[config.mk]
export PLATFORM = sky130hd
export DESIGN_NAME = gpio_port
export DESIGN_NICKNAME = d
export VERILOG_FILES = /design/src/rtl/gpio_pkg.sv /design/src/rtl/gpio_regs.sv /design/src/rtl/gpio_sync.sv /design/src/rtl/gpio_padmux.sv /design/src/rtl/gpio_port.sv
export SDC_FILE = /design/constraint.sdc
export NUM_CORES = 1
export LEC_CHECK = 0
export CAP_MARGIN = 20
export CORE_ASPECT_RATIO = 1.1
export CORE_UTILIZATION = 44
export CTS_CLUSTER_DIAMETER = 120
export DETAILED_ROUTE_END_ITERATION = 12
export PLACE_DENSITY = 0.92
export SYNTH_ARGS = -nofsm -noshare
export SYNTH_HDL_FRONTEND = slang
export SYNTH_HIERARCHICAL = 1
export SYNTH_SLANG_ARGS = --single-unit
export TNS_END_PERCENT = 50
[constraint.sdc]
create_clock -name clk -period 2.41 [get_ports clk]
set_input_delay 0.482 -clock clk [delete_from_list [all_inputs] [get_ports clk]]
set_output_delay 0.482 -clock clk [all_outputs]
set_load 0.1 [all_outputs]
[src/rtl/gpio_pkg.sv]
`timescale 1ns/1ps
package gpio_pkg;

    localparam int PORT_W = 8;
    localparam int IDX_W  = $clog2(PORT_W);
    localparam int ADDR_W = 6;

    typedef logic [PORT_W-1:0] port_t;

    // Which storage register a single-bit operation addresses
    typedef enum logic {
        TGT_LATCH = 1'b0,
        TGT_DIR   = 1'b1
    } bit_tgt_e;

    typedef struct packed {
        logic             valid;
        bit_tgt_e         tgt;
        logic [IDX_W-1:0] idx;
        logic             set;
    } bitop_t;

    typedef struct packed {
        port_t out;
        port_t oe;
        port_t pu;
    } pad_ctl_t;

    typedef enum logic [1:0] {
        RD_NONE,
        RD_LATCH,
        RD_DIR,
        RD_PIN
    } rd_src_e;

    // Force one bit of a byte when hit is set
    function automatic port_t bit_update(port_t base, logic hit,
                                         logic [IDX_W-1:0] idx, logic val);
        port_t r;
        r = base;
        if (hit) r[idx] = val;
        return r;
    endfunction

endpackage

[src/rtl/gpio_regs.sv]
`timescale 1ns/1ps
module gpio_regs
    import gpio_pkg::*;
(
    input  logic   clk,
    input  logic   rst,
    input  logic   wr_latch,
    input  logic   wr_dir,
    input  port_t  wdata,
    input  bitop_t bop,
    output port_t  latch_q,
    output port_t  dir_q
);

    localparam int NREG = 2;

    port_t    cur   [NREG];
    port_t    nxt   [NREG];
    logic     wr_en [NREG];
    bit_tgt_e tgt_of[NREG];

    assign wr_en[0]  = wr_latch;
    assign wr_en[1]  = wr_dir;
    assign tgt_of[0] = TGT_LATCH;
    assign tgt_of[1] = TGT_DIR;

    generate
        for (genvar g = 0; g < NREG; g++) begin : g_reg
            port_t staged;
            always_comb begin
                staged = wr_en[g] ? wdata : cur[g];
                nxt[g] = bit_update(staged, bop.valid && (bop.tgt == tgt_of[g]),
                                    bop.idx, bop.set);
            end
            always_ff @(posedge clk) begin
                if (rst) cur[g] <= '0;
                else     cur[g] <= nxt[g];
            end
        end
    endgenerate

    assign latch_q = cur[0];
    assign dir_q   = cur[1];

endmodule

[src/rtl/gpio_sync.sv]
`timescale 1ns/1ps
module gpio_sync
    import gpio_pkg::*;
#(
    parameter int STAGES = 2
)(
    input  logic  clk,
    input  logic  rst,
    input  port_t d,
    output port_t q
);

    port_t stage_q [STAGES];

    generate
        for (genvar s = 0; s < STAGES; s++) begin : g_stage
            if (s == 0) begin : g_first
                always_ff @(posedge clk) begin
                    if (rst) stage_q[s] <= '0;
                    else     stage_q[s] <= d;
                end
            end else begin : g_next
                always_ff @(posedge clk) begin
                    if (rst) stage_q[s] <= '0;
                    else     stage_q[s] <= stage_q[s-1];
                end
            end
        end
    endgenerate

    assign q = stage_q[STAGES-1];

endmodule

[src/rtl/gpio_padmux.sv]
`timescale 1ns/1ps
module gpio_padmux
    import gpio_pkg::*;
(
    input  port_t    latch_q,
    input  port_t    dir_q,
    input  logic     alt_en,
    input  port_t    alt_oe,
    input  port_t    alt_out,
    output pad_ctl_t ctl
);

    always_comb begin
        if (alt_en) begin
            ctl.out = alt_out;
            ctl.oe  = alt_oe;
            ctl.pu  = ~alt_oe;
        end else begin
            ctl.out = latch_q;
            ctl.oe  = dir_q;
            ctl.pu  = ~dir_q & latch_q;
        end
    end

endmodule

[src/rtl/gpio_port.sv]
`timescale 1ns/1ps
module gpio_port
    import gpio_pkg::*;
#(
    parameter logic [ADDR_W-1:0] ADDR_LATCH  = 6'h1B,
    parameter logic [ADDR_W-1:0] ADDR_DIR    = 6'h1A,
    parameter logic [ADDR_W-1:0] ADDR_PIN    = 6'h19,
    parameter int                SYNC_STAGES = 2
)(
    input  logic              clk,
    input  logic              rst,
    input  logic [ADDR_W-1:0] bus_addr,
    input  logic              bus_wr,
    input  logic [PORT_W-1:0] bus_wdata,
    output logic [PORT_W-1:0] bus_rdata,
    input  logic              bop_valid,
    input  logic              bop_tgt,
    input  logic [IDX_W-1:0]  bop_idx,
    input  logic              bop_set,
    input  logic              xmem_en,
    input  logic [PORT_W-1:0] alt_oe,
    input  logic [PORT_W-1:0] alt_out,
    input  logic [PORT_W-1:0] pad_in,
    output logic [PORT_W-1:0] pad_out,
    output logic [PORT_W-1:0] pad_oe,
    output logic [PORT_W-1:0] pad_pu
);

    port_t    latch_q;
    port_t    dir_q;
    port_t    pin_q;
    bitop_t   bop;
    pad_ctl_t ctl;
    rd_src_e  rd_src;
    logic     wr_latch;
    logic     wr_dir;

    // Address decode
    always_comb begin
        if      (bus_addr == ADDR_LATCH) rd_src = RD_LATCH;
        else if (bus_addr == ADDR_DIR)   rd_src = RD_DIR;
        else if (bus_addr == ADDR_PIN)   rd_src = RD_PIN;
        else                             rd_src = RD_NONE;
    end

    assign wr_latch = bus_wr && (rd_src == RD_LATCH);
    assign wr_dir   = bus_wr && (rd_src == RD_DIR);

    assign bop.valid = bop_valid;
    assign bop.tgt   = bit_tgt_e'(bop_tgt);
    assign bop.idx   = bop_idx;
    assign bop.set   = bop_set;

    gpio_regs u_regs (
        .clk      (clk),
        .rst      (rst),
        .wr_latch (wr_latch),
        .wr_dir   (wr_dir),
        .wdata    (bus_wdata),
        .bop      (bop),
        .latch_q  (latch_q),
        .dir_q    (dir_q)
    );

    gpio_sync #(.STAGES(SYNC_STAGES)) u_sync (
        .clk (clk),
        .rst (rst),
        .d   (pad_in),
        .q   (pin_q)
    );

    gpio_padmux u_mux (
        .latch_q (latch_q),
        .dir_q   (dir_q),
        .alt_en  (xmem_en),
        .alt_oe  (alt_oe),
        .alt_out (alt_out),
        .ctl     (ctl)
    );

    always_comb begin
        unique case (rd_src)
            RD_LATCH: bus_rdata = latch_q;
            RD_DIR:   bus_rdata = dir_q;
            RD_PIN:   bus_rdata = pin_q;
            default:  bus_rdata = '0;
        endcase
    end

    assign pad_out = ctl.out;
    assign pad_oe  = ctl.oe;
    assign pad_pu  = ctl.pu;

endmodule

== Word level (Yosys, flattened, before mapping) ==
Memories as Yosys holds them, arrays and structs flattened.
Cells that the tools add are included.
Word-level totals
  memories: 2
  register bits after elaboration: 0
  RAM bits: 32
  latch bits: 0
  output and inout bits: 32
  logic and storage cells: 43
  memory bits (read-only): 0
Operators by class
  reduce and logical (&&, ||, !) cells: 5
  order comparisons: 2
  mux-type cells: 20
  eq/ne operators: 6
  bitwise operators: 8
  add/subtract/negate cells: 0
  $mul: 0
  div/mod/pow operators: 0
  shifts and indexed selects: 0
Memories
  u_regs.cur: words 2, width 8, read ports 2, clocked after Yosys merged registers in 0, wr ports 2, RTL line gpio_regs.sv:17  | port_t cur [NREG];
  u_sync.stage_q: words 2, width 8, read ports 2, clocked after Yosys merged registers in 0, wr ports 2, RTL line gpio_sync.sv:13  | port_t stage_q [STAGES];
Operators by type and width (number)
  $mux 8: 8
  $mux 24: 1
  $pmux 8 s3: 1
  $eq 6x5->1 const B: 3
  $bwmux 8: 2
  $not 8->8: 2
  $and 8x8->8: 1
  $mux 2: 3
  $logic_and 1x1->1: 5
  $eq 2x2->1 const B: 2
  $lt 3x4->1 const B: 1
  $mux 1: 4
  $or 1x1->1: 4
  $demux 1 s3: 1
  $ge 3x1->1 const B: 1
  $eq 2x1->1 const B: 1
  $not 1->1: 1

== Longest topological paths before layout ==
  word-level depth: 10
  mapped depth: 8

== Modules after synthesis ==
Netlist, hierarchy kept.
By module, submodules not included
  gpio_regs: area each 892.1 µm², sequential area each 320.3 µm², instances 1, cells each 101
  gpio_sync: area each 464.2 µm², sequential area each 320.3 µm², instances 1, cells each 33
  gpio_port: area each 344.1 µm², sequential area each 0.0 µm², instances 1, cells each 34
  gpio_padmux: area each 334.1 µm², sequential area each 0.0 µm², instances 1, cells each 41

== Worst setup path before layout ==
No wires, ideal clock.
  path kind: input to output
  start point: input xmem_en
  end point: output pad_pu[6]
  path slack: -315 ps
  cell stages on the path: 3
  arrival time: 2243 ps
  cells stage by stage: buf_6 > nand2b_4 > o22ai_1
On the way
  longest elaborated chain between the ends: 1
RTL lines
  from (decl): RTL line gpio_port.sv:20  | input logic xmem_en,
  $mux 24: RTL line gpio_padmux.sv:14  | if (alt_en) begin
  to (decl): RTL line gpio_port.sv:26  | output logic [PORT_W-1:0] pad_pu
No other way between the ends.

== Worst setup path in the final report ==
  start point: input bus_addr[5]
  end point: output bus_rdata[1]
On the way
  longest elaborated chain between the ends: 6
RTL lines
  from (decl): RTL line gpio_port.sv:12  | input logic [ADDR_W-1:0] bus_addr,
  $eq 6x5->1: RTL line gpio_port.sv:42  | else if (bus_addr == ADDR_PIN) rd_src = RD_PIN;
  $mux 2: RTL line gpio_port.sv:42
  $mux 2: RTL line gpio_port.sv:41  | else if (bus_addr == ADDR_DIR) rd_src = RD_DIR;
  $mux 2 *: RTL line gpio_port.sv:40  | if (bus_addr == ADDR_LATCH) rd_src = RD_LATCH;
  $eq 2x2->1 / $eq 2x1->1 (equally long branches): RTL line gpio_port.sv:82  | unique case (rd_src)
  $pmux 8 s3 *: RTL line gpio_port.sv:82
  to (decl): RTL line gpio_port.sv:15  | output logic [PORT_W-1:0] bus_rdata,
Every way passes the cells marked *; elsewhere a longest branch is shown, timed or not.

==> reports/metrics.yaml <==
die_h_um: 73.3
start_util_pct: 46.5
period_needed_ns: 2.34
ctsHoldBuffers: 0
root_buffer: "clkbuf_8"
io_buffers: 79
coreArea_um2: 4380
final_util_pct: 74.9
seq_area_frac_synth_pct: 31.5
cts_max_level: 2
cp.arrival_ns: 1.86
drt_iter0_drc: 126
layout_common_cells: "clkdlybuf4s50_1 (47), buf_12 (35), dfxtp_1 (32)"
maxCapViolCount: 0
drive_gt1_share_pct: 35.9
worstSetupStartpointType: "input port"
cts_num_sinks: 32
clk_pin_slew_ns: 0.07
grt_first_pass_wirelength_mm: 9.13
max_slew_margin_pct: 69.2
fp.dieW_um: 66.8
grt.met2_usage_pct: 44.3
cts_resized: 0
area_growth_pct: 61.3
vias_per_cell: 5.71
die_area_um2: 4900
max_freq_mhz: 427
grt_use_total_pct: 25.3
critPathMaxFanout: 6
fp-row-count: 25
cts_buffers: 5
wl_per_cell_um: 16.7
first_pass_iters: 5
final_common_cell: "clkdlybuf4s50_1"
timing.final.crit_share_pct: 97.2
gr-total-overflow: 0
tightest_slew_ns: 0.459
place_hpwl_mm: 4.35
critical_path_class: "input port to output pin"
ant_nets: 0
crit_path_end_kind: "output pin"
clock_latency_ns: 0.29
cp.required_ns: 1.93
outcome: "complete, no violations"
synthesis.nets: 257
report.final.slew_viol_count: 0
yosysUniqueCellTypes: 41
grt_pass1_vias: 1921
synth_area_um2: 2030
grtUsageMet3_pct: 4.66
post-cts-setup-buffers: 0
netlist_instances: 209
antenna_cells: 0
finalNetCount: 337
peakVddDrop_v: 0.000388
multi_input_area_um2: 1260
tritoncts: "done"
clk_path_buf_depth: 2
regArea_um2: 641
power_mw: 1.55
io_pins: 80
holdCritPathClass: "flop to flop"
hold_violations: 0
ys_ff_latch: 32
detail_route.wirelength_mm: 5.73
vias: 1963
gp_congestion: 0.926
busiest_layer: "met2"
power_density_nw_per_um2: 474
rsz0062_at_grt: "no"
grt_util_met1_pct: 28.1
tns_ns: 0
p_leak_nw: 1.28
synth.avg_cell_area_um2: 9.73
setup_viol: 0
finalClockSkew_ns: 0.00541
grt_antenna_before_repair: 0
grt_max_degree: 33
drc: 0
nFillCells: 279
yosysWarnings: 6
## per-stage QoR
step	setup WS (ns)	hold WS (ns)	std cells	cell area, µm²
2_1_floorplan	-0.187	0.414	209	2050
3_3_place_gp	0.0766	0.416	336	3190
3_5_place_dp	0.0315	0.423	336	3190
4_1_cts	0.0682	0.441	344	3280
5_1_grt	0.0350	0.447	344	3280
6_report	0.0683	0.437	344	3280
## logic make-up after synthesis
logic type,count (synthesis),synth area share [%]
multiplexers,22,13.5
AO/OA/AOI/OAI,40,18.1
buffers and inverters,16,7.13
AND/OR/NAND/NOR,99,29.8
flip-flops,32,31.5
## report_power, final
| part | leakage, nW | switching (mW) | internal, mW |
|---|---|---|---|
| clock network | 0.0404 | 0.219 | 0.204 |
| registers | 0.262 | 0.0132 | 0.548 |
| logic | 0.975 | 0.324 | 0.246 |
| total | 1.28 | 0.557 | 0.998 |
## critical path, cell delays in order
cell and delay (ns):
clkdlybuf4s50_1 0.39, nand4bb_1 0.28, buf_4 0.23, a211oi_2 0.26
buf_12 0.22
## metal layers
layer | routed length (µm) | up-vias
met2 | 2890 | 130
met1 | 2120 | 892
li1 | - | 917
met5 | 0 | -
met3 | 503 | 24
met4 | 215 | 0
## synthesized netlist by cell type, drive strengths merged
cell / n / area, µm²
a211oi: 8 / 100
a21oi: 8 / 70.1
a221oi: 12 / 118
a31oi: 4 / 25.0
and2b: 8 / 67.6
and3: 1 / 6.26
and3b: 2 / 17.5
buf: 13 / 131
clkbuf: 1 / 3.75
dfxtp: 32 / 641
inv: 2 / 10.0
mux2: 14 / 195
mux2i: 8 / 80.1
nand2: 13 / 48.8
nand2b: 6 / 47.5
nand3: 1 / 5.00
nand3b: 3 / 22.5
nand4bb: 1 / 11.3
nor2: 19 / 73.8
nor2b: 22 / 155
nor3: 18 / 95.1
nor3b: 1 / 12.5
o22ai: 6 / 37.5
o2bb2ai: 2 / 17.5
or3: 1 / 11.3
or3b: 3 / 31.3
## worst paths after layout
kind                                        start                         endpoint  slack, ns  depth (start not counted)
setup / recovery                      bus_addr[5]                     bus_rdata[1]       0.07                          5
hold / removal    u_sync/stage_q[0][1]$_SDFF_PP0_  u_sync/stage_q[1][1]$_SDFF_PP0_       0.44                          1
setup reg to reg      u_regs/cur[1][6]$_SDFF_PP0_      u_regs/cur[1][6]$_SDFF_PP0_       1.39                          3
hold reg to reg   u_sync/stage_q[0][1]$_SDFF_PP0_  u_sync/stage_q[1][1]$_SDFF_PP0_       0.44                          1
## final cells by class
cell class / count / share of cell area, %
Multi-Input combinational cell: 161 / 38.4
Sequential cell: 32 / 19.5
Timing Repair Buffer: 87 / 36.8
Clock inverter: 3 / 0.725
Tap cell: 54 / 2.06
Inverter: 2 / 0.305
Clock buffer: 5 / 2.10
## flip-flops by register name, indices dropped and copies added, names as in the netlist
| signal | cells |
|---|---|
| u_regs/cur | 16 |
| u_sync/stage_q | 16 |
No activity file was read; power rests on OpenSTA's default activity.
